**config.mk**
```make
export PLATFORM = sky130hd
export DESIGN_NAME = adr_route_top
export DESIGN_NICKNAME = d
export VERILOG_FILES = /design/src/rtl/adr_pkg.sv /design/src/rtl/adr_cfg_regs.sv /design/src/rtl/adr_region_map.sv /design/src/rtl/adr_route_pick.sv /design/src/rtl/adr_route_top.sv
export SDC_FILE = /design/constraint.sdc
export NUM_CORES = 1
export LEC_CHECK = 0
export ABC_AREA = 1
export BUFFER_PORTS_ARGS = -buffer_cell sky130_fd_sc_hd__clkbuf_2
export CAP_MARGIN = 10
export CORE_MARGIN = 5
export CORE_UTILIZATION = 35
export CTS_BUF_LIST = sky130_fd_sc_hd__clkbuf_4 sky130_fd_sc_hd__clkbuf_8
export CTS_CLUSTER_DIAMETER = 200
export DETAILED_ROUTE_END_ITERATION = 10
export GPL_ROUTABILITY_DRIVEN = 0
export PLACE_DENSITY = 0.64
export SLEW_MARGIN = 30
export SYNTH_ARGS = -nofsm -noshare
export SYNTH_HDL_FRONTEND = slang
export SYNTH_HIERARCHICAL = 1
export SYNTH_SLANG_ARGS = --single-unit
```
**constraint.sdc**
```tcl
create_clock -name clk -period 4.9 [get_ports clk]
set_clock_uncertainty 0.05 [all_clocks]
set_input_delay 0.735 -clock clk [delete_from_list [all_inputs] [get_ports clk]]
set_output_delay 0.735 -clock clk [all_outputs]
set_load 0.01 [all_outputs]
```
**src/rtl/adr_pkg.sv**
```systemverilog
package adr_pkg;
  localparam int ADDR_W = 32;

  typedef enum logic [2:0] {
    RT_DRAM = 3'd0,
    RT_PCI  = 3'd1,
    RT_EXP  = 3'd2,
    RT_CFG  = 3'd3,
    RT_INTR = 3'd4,
    RT_DROP = 3'd5,
    RT_UNCL = 3'd6,
    RT_ERR  = 3'd7
  } route_e;

  typedef enum logic [3:0] {
    RG_LOW, RG_ATTR, RG_VGA, RG_DRAMHI, RG_PCIHI,
    RG_EXP, RG_CFG, RG_FED, RG_FEE, RG_NONE
  } region_e;

  typedef logic [1:0] attr_t;
  localparam attr_t AT_PCI     = 2'b00;
  localparam attr_t AT_RD_DRAM = 2'b01;
  localparam attr_t AT_WR_DRAM = 2'b10;
  localparam attr_t AT_DRAM    = 2'b11;

  // window edges (inclusive low, exclusive high)
  localparam logic [31:0] LOW_END   = 32'h0008_0000;
  localparam logic [31:0] SEG_A_END = 32'h000A_0000;
  localparam logic [31:0] VGA_END   = 32'h000C_0000;
  localparam logic [31:0] BLK_END   = 32'h000F_0000;
  localparam logic [31:0] MEG       = 32'h0010_0000;
  localparam logic [31:0] HOLE_LO   = 32'hFE00_0000;
  localparam logic [31:0] EXP_LO    = 32'hFE20_0000;
  localparam logic [31:0] EXP_HI    = 32'hFE40_0000;
  localparam logic [31:0] CFG_LO    = 32'hFE60_0000;
  localparam logic [31:0] CFG_HI    = 32'hFEC0_0000;
  localparam logic [31:0] FED_LO    = 32'hFED0_0000;
  localparam logic [31:0] FEE_LO    = 32'hFEE0_0000;
  localparam logic [31:0] FEE_HI    = 32'hFEF0_0000;

  function automatic logic in_win(logic [31:0] a, logic [31:0] lo, logic [31:0] hi);
    return (a >= lo) && (a < hi);
  endfunction

  // does an attribute field steer this access to DRAM
  function automatic logic attr_to_dram(attr_t a, logic wr, logic lk);
    case (a)
      AT_DRAM:    return 1'b1;
      AT_RD_DRAM: return !wr && !lk;
      AT_WR_DRAM: return wr;
      default:    return 1'b0;
    endcase
  endfunction

  // legacy windows: PCI-bound inbound traffic is unclaimed
  function automatic route_e legacy_route(logic to_dram, logic inb);
    if (to_dram) return RT_DRAM;
    else if (inb) return RT_UNCL;
    else return RT_PCI;
  endfunction
endpackage

```
**src/rtl/adr_cfg_regs.sv**
```systemverilog
module adr_cfg_regs
  import adr_pkg::*;
#(
  parameter int NUM_ATTR = 14,
  parameter int IDX_W    = 5,
  parameter logic [31:0] TOP_RESET = 32'h0010_0000
) (
  input  logic                     clk,
  input  logic                     rst_n,
  input  logic                     cfg_we,
  input  logic [IDX_W-1:0]         cfg_idx,
  input  logic [31:0]              cfg_data,
  output attr_t [NUM_ATTR-1:0]     attr_q,
  output logic                     vga_en_q,
  output logic [31:0]              dram_top_q,
  output logic                     exp_absent_q
);
  localparam int IDX_VGA = NUM_ATTR;
  localparam int IDX_TOP = NUM_ATTR + 1;
  localparam int IDX_EXP = NUM_ATTR + 2;

  for (genvar i = 0; i < NUM_ATTR; i++) begin : g_attr
    always_ff @(posedge clk) begin
      if (!rst_n) attr_q[i] <= AT_PCI;
      else if (cfg_we && cfg_idx == IDX_W'(i)) attr_q[i] <= cfg_data[1:0];
    end
  end

  always_ff @(posedge clk) begin
    if (!rst_n) begin
      vga_en_q     <= 1'b0;
      dram_top_q   <= TOP_RESET;
      exp_absent_q <= 1'b0;
    end else if (cfg_we) begin
      if (cfg_idx == IDX_W'(IDX_VGA)) vga_en_q     <= cfg_data[0];
      if (cfg_idx == IDX_W'(IDX_TOP)) dram_top_q   <= cfg_data;
      if (cfg_idx == IDX_W'(IDX_EXP)) exp_absent_q <= cfg_data[0];
    end
  end
endmodule

```
**src/rtl/adr_region_map.sv**
```systemverilog
module adr_region_map
  import adr_pkg::*;
#(
  parameter int NUM_BLOCKS  = 12,
  parameter int BLOCK_SHIFT = 14,
  parameter int AIDX_W      = 4
) (
  input  logic [31:0]       addr,
  input  logic [31:0]       dram_top,
  output region_e           region,
  output logic [AIDX_W-1:0] attr_idx
);
  localparam int IDX_SEG_A = NUM_BLOCKS;
  localparam int IDX_SEG_F = NUM_BLOCKS + 1;

  logic [31:0] blk_off;
  assign blk_off = (addr - VGA_END) >> BLOCK_SHIFT;

  always_comb begin
    region   = RG_NONE;
    attr_idx = '0;
    if (addr < LOW_END) region = RG_LOW;
    else if (addr < SEG_A_END) begin
      region   = RG_ATTR;
      attr_idx = AIDX_W'(IDX_SEG_A);
    end else if (addr < VGA_END) region = RG_VGA;
    else if (addr < BLK_END) begin
      region   = RG_ATTR;
      attr_idx = blk_off[AIDX_W-1:0];
    end else if (addr < MEG) begin
      region   = RG_ATTR;
      attr_idx = AIDX_W'(IDX_SEG_F);
    end else if (addr < HOLE_LO) region = (addr < dram_top) ? RG_DRAMHI : RG_PCIHI;
    else if (in_win(addr, EXP_LO, EXP_HI)) region = RG_EXP;
    else if (in_win(addr, CFG_LO, CFG_HI)) region = RG_CFG;
    else if (in_win(addr, FED_LO, FEE_LO)) region = RG_FED;
    else if (in_win(addr, FEE_LO, FEE_HI)) region = RG_FEE;
  end
endmodule

```
**src/rtl/adr_route_pick.sv**
```systemverilog
module adr_route_pick
  import adr_pkg::*;
#(
  parameter int SIZE_W        = 7,
  parameter int CFG_MAX_BYTES = 8
) (
  input  region_e           region,
  input  attr_t             attr,
  input  logic              inb,
  input  logic              wr,
  input  logic              lk,
  input  logic [SIZE_W-1:0] size,
  input  logic              vga_en,
  input  logic              exp_absent,
  output route_e            route
);
  logic small_acc;
  assign small_acc = size <= SIZE_W'(CFG_MAX_BYTES);

  always_comb begin
    case (region)
      RG_LOW:    route = RT_DRAM;
      RG_ATTR:   route = legacy_route(attr_to_dram(attr, wr, lk), inb);
      RG_VGA:    route = legacy_route(!vga_en, inb);
      RG_DRAMHI: route = RT_DRAM;
      RG_PCIHI:  route = RT_PCI;
      RG_EXP:    route = exp_absent ? RT_PCI : RT_EXP;
      RG_CFG:    route = lk ? RT_ERR : (small_acc ? RT_CFG : RT_PCI);
      RG_FED:    route = inb ? RT_DRAM : (wr ? RT_DROP : RT_PCI);
      RG_FEE:    route = !wr ? RT_PCI : (inb ? RT_INTR : RT_DROP);
      default:   route = RT_UNCL;
    endcase
  end
endmodule

```
**src/rtl/adr_route_top.sv**
```systemverilog
module adr_route_top
  import adr_pkg::*;
#(
  parameter int SIZE_W        = 7,
  parameter int IDX_W         = 5,
  parameter int NUM_BLOCKS    = 12,
  parameter int CFG_MAX_BYTES = 8
) (
  input  logic              clk,
  input  logic              rst_n,
  input  logic              req_valid,
  input  logic [31:0]       req_addr,
  input  logic              req_inbound,
  input  logic              req_write,
  input  logic              req_lock,
  input  logic [SIZE_W-1:0] req_size,
  input  logic              cfg_we,
  input  logic [IDX_W-1:0]  cfg_idx,
  input  logic [31:0]       cfg_data,
  output logic              rsp_valid,
  output logic [2:0]        rsp_route
);
  localparam int NUM_ATTR = NUM_BLOCKS + 2;
  localparam int AIDX_W   = $clog2(NUM_ATTR);

  attr_t [NUM_ATTR-1:0] attr_q;
  logic                 vga_en_q;
  logic [31:0]          dram_top_q;
  logic                 exp_absent_q;

  region_e              dec_region;
  logic [AIDX_W-1:0]    dec_attr_idx;
  attr_t                dec_attr;
  route_e               dec_route;

  adr_cfg_regs #(.NUM_ATTR(NUM_ATTR), .IDX_W(IDX_W)) u_regs (
    .clk          (clk),
    .rst_n        (rst_n),
    .cfg_we       (cfg_we),
    .cfg_idx      (cfg_idx),
    .cfg_data     (cfg_data),
    .attr_q       (attr_q),
    .vga_en_q     (vga_en_q),
    .dram_top_q   (dram_top_q),
    .exp_absent_q (exp_absent_q)
  );

  adr_region_map #(.NUM_BLOCKS(NUM_BLOCKS), .AIDX_W(AIDX_W)) u_map (
    .addr     (req_addr),
    .dram_top (dram_top_q),
    .region   (dec_region),
    .attr_idx (dec_attr_idx)
  );

  assign dec_attr = (int'(dec_attr_idx) < NUM_ATTR) ? attr_q[dec_attr_idx] : AT_PCI;

  adr_route_pick #(.SIZE_W(SIZE_W), .CFG_MAX_BYTES(CFG_MAX_BYTES)) u_pick (
    .region     (dec_region),
    .attr       (dec_attr),
    .inb        (req_inbound),
    .wr         (req_write),
    .lk         (req_lock),
    .size       (req_size),
    .vga_en     (vga_en_q),
    .exp_absent (exp_absent_q),
    .route      (dec_route)
  );

  always_ff @(posedge clk) begin
    if (!rst_n) begin
      rsp_valid <= 1'b0;
      rsp_route <= RT_UNCL;
    end else begin
      rsp_valid <= req_valid;
      if (req_valid) rsp_route <= dec_route;
    end
  end
endmodule

```
==> impl_results.md <==
* P&R area growth vs syn at 14.7%
* Yosys cell types at 30
* Initial core utilization at 35.6%
* Sum Neg Setup Slack at 0 ns
* WS Path Type: input port to flip-flop
* Ys flop type: dfxtp_1
* Synthesized instance count at 869
* Minimum clock period at between 2 and 3 ns
* Crit path buf inv count at 4
* Count of nets after finishing at around 1100
* Clk_lat worst skew at roughly 0.34 ns
* Clock sinks at 66
* Worst-path clk slew at 0.06 ns
* Fraction of layout cells with a size suffix above 1 at between 10% and 20%
* CP dominant cell by count: nand2_1
* Slew @ Worst Pin at 0.841 ns
* Post-DP HPWL at 8960 um
* # Post-CTS Setup Buffers at 0
* Core area at 13800 um2
* Req. time, crit path at between 5 and 6 ns
* Grt ovf at 0
* Clock Tree Buf Depth at 2
* Mean Syn Cell Area at roughly 5.7 um2
* Share of synthesized flip-flops with an asynchronous set or reset at 0%
* Slew margin rel. at 43.7%
* Die Wd at 129 um
* First-pass GRT wire length at 19800 um
* Largest net degree at the start of global routing at 50
* First-pass DRT Iterations at 4
* Rows at 43
* RSZ-0062 raised after global routing: false
* Resized cells post-CTS at 0
* Die height at 129 um
* Worst path cell trace: clkbuf_2 > inv_2 > nand2_1 > nor4_2 > nand2_2 > clkinv_2 > nand2_1 > nor2_1 > inv_1 > nand3_1 > nand2_1 > nand2_1 > nand2_1 > nand2_1 > nand2_1 > or2_0 > o21ai_1 > nand2_1 > nand2_1 > nand2_1 > nand3_1 > nand2_1 > nand3_1
* Final Hold Vio Count at 0
* Crit path DAT at between 3 and 4 ns
* Total CTS buffers at 9
* Leakage at ~0.0030 uW
* Sequential share of the synthesized area at about 27%
* PwrDens at roughly 210 nW/um2
* Worst Setup Start Kind: input port
* Routed wire per std cell at 10.5 um
* CP Max Fanout at 6
* Critical Path Sink Type: flip-flop
* Initial DRC Count at 317
* Synthesized cell area at roughly 5000 um2
* Cts-stage hold buffer count at 0
* I/O pin cnt at 87
* Worst hold path class: flip-flop to flip-flop
* Max Cap Viol at 0
* Synthesis Warnings at 6
* CTS root buffer: clkbuf_8
* Total GRT Usage at 14.5%
* Syn Nets at ~980
* Achievable Freq at roughly 340 MHz
* DRC at 0
* Antenna viol nets, final at 0
* Vias per cell at around 4.3
* Number of synthesized flops with an enable pin at 0
* Initial antenna violation count at 0
* Inserted Diodes at 0
* Crit-path slowest cell: nor2_1
* Routed wire length at approximately 12000 um
* Status: complete, no violations
* Vias in the first global route at between 4000 and 5000
* Port Buffers at between 80 and 90
* Die area at 16500 um2
* Critical path's top delay family: simple AND/OR/NAND/NOR gates
* CTS tree: yes
* Max incr delay on CP at approximately 0.35 ns
* H-tree levels at 3
* Flop and latch count out of synthesis at 66
* Final setup fails at 0
* Final Cycle Share at about three fifths
* Max Slew Vio Count at 0
* Max VDD drop at roughly 110 uV
* Via count at between 4000 and 5000
* Final design utilization at between 40% and 50%
[power by group]
| part | switching [uW] | total, uW | internal [uW] |
|---|---|---|---|
| clock | 206 | 462 | 256 |
| sequential | 4.67 | 550 | 546 |
| combinational | 117 | 190 | 73.1 |
[placed cells by master (no fill, tap or decap), types with 2 or more instances in the layout]
cell type	netlist	final
o21ai_1	2	2
clkinv_2	1	3
clkbuf_4	0	2
nor2_2	2	2
clkbuf_2	0	86
nor3_1	7	7
o21ai_0	6	6
inv_2	7	7
inv_1	229	229
dfxtp_1	66	66
nor2_1	117	117
buf_4	3	4
clkbuf_8	0	10
nand3_1	97	97
nand4_1	5	5
a21oi_1	21	21
ha_1	31	31
nand2_1	236	236
o211ai_1	2	2
or2_2	2	2
nand2_2	4	4
[worst paths after layout]
check	start	endpoint	slack, ns	depth (start not counted)
max	req_addr[24]	rsp_route[1]	2.00	23
min	u_regs/dram_top_q[20]	u_regs/dram_top_q[20]	0.41	2
max reg2reg	u_regs/dram_top_q[5]	rsp_route[1]	2.42	22
min reg2reg	u_regs/dram_top_q[20]	u_regs/dram_top_q[20]	0.41	2
[worst register-to-register path: stages, from the launching register on]
cell	delay [ns]
dfxtp_1	0.33
inv_1	0.04
ha_1	0.28
a21oi_1	0.13
nor2_1	0.05
nor3_1	0.13
nand2_1	0.10
nand2_1	0.07
nand2_1	0.07
nand2_1	0.06
nand2_1	0.08
nand2_2	0.08
nand2_1	0.05
nor2_1	0.24
inv_1	0.07
nand2_1	0.08
nor2_1	0.05
nand2_1	0.05
nand2_1	0.06
nand2_1	0.07
nand3_1	0.06
nand2_1	0.06
nand3_1	0.07
[sequential cells by signal, indices dropped and copies added, names as in the netlist]
| register | flops |
|---|---|
| u_regs/attr_q | 28 |
| u_regs/vga_en_q | 1 |
| u_regs/dram_top_q | 32 |
| rsp_route | 3 |
| rsp_valid | 1 |
| u_regs/exp_absent_q | 1 |
[per-layer routing]
metal  track usage, %  part of all wire [%]  wire [um]
met5                0                     0          0
met2             24.1                    45       5320
met3             2.70                   4.8        569
met1             18.8                    48       5700
met4             5.37                   1.7        204
[cell usage after synthesis (2+ instances only)]
cell type  instances  area (um2)
nand2_1          236         886
buf_1              7        26.3
nor3_1             7        35.0
nor2_2             2        12.5
dfxtp_1           66        1320
ha_1              31         388
buf_4              3        22.5
o21ai_1            2        10.0
inv_2              7        26.3
o21ai_0            6        30.0
nand3_1           97         485
or2_2              2        12.5
nor2_1           117         439
clkbuf_1           3        11.3
buf_2              8        40.0
inv_1            229         860
nand2_2            4        25.0
o211ai_1           2        15.0
a21oi_1           21         105
buf_6              5        56.3
nand4_1            5        31.3
[kinds of logic (layout without fill, tap and decap cells)]
| group | Yosys count | after routing | synth area share (%) |
|---|---|---|---|
| AND/OR/NAND/NOR | 475 | 475 | 40.2 |
| buffers and inverters | 263 | 342 | 21.3 |
| flip-flops | 66 | 66 | 26.9 |
| AO/OA/AOI/OAI | 34 | 34 | 3.71 |
| adder cells (fa/ha/maj) | 31 | 31 | 7.89 |
[per-stage QoR]
step           power, uW  hold slack [ns]  area [um2]  setup slack [ns]  instances
6_report            1200            0.414        5640              2.00       1128
5_1_grt             1270            0.443        5640              1.65       1128
4_1_cts             1220            0.420        5640              2.04       1128
3_5_place_dp         755            0.402        5450              1.66       1113
3_3_place_gp         754            0.393        5450              1.71       1113
2_1_floorplan        682            0.379        4920              2.01        869
[layout make-up]
| type | count | area [um2] |
|---|---|---|
| clock buffers | 12 | 153 |
| clock inverters | 3 | 40.0 |
| fillers | 1547 | 8190 |
| inverters | 237 | 891 |
| multi-input cells | 540 | 2550 |
| flip-flops and latches | 66 | 1320 |
| well taps | 180 | 225 |
| repair buffers | 90 | 460 |
(Power assumes the default switching activity.)
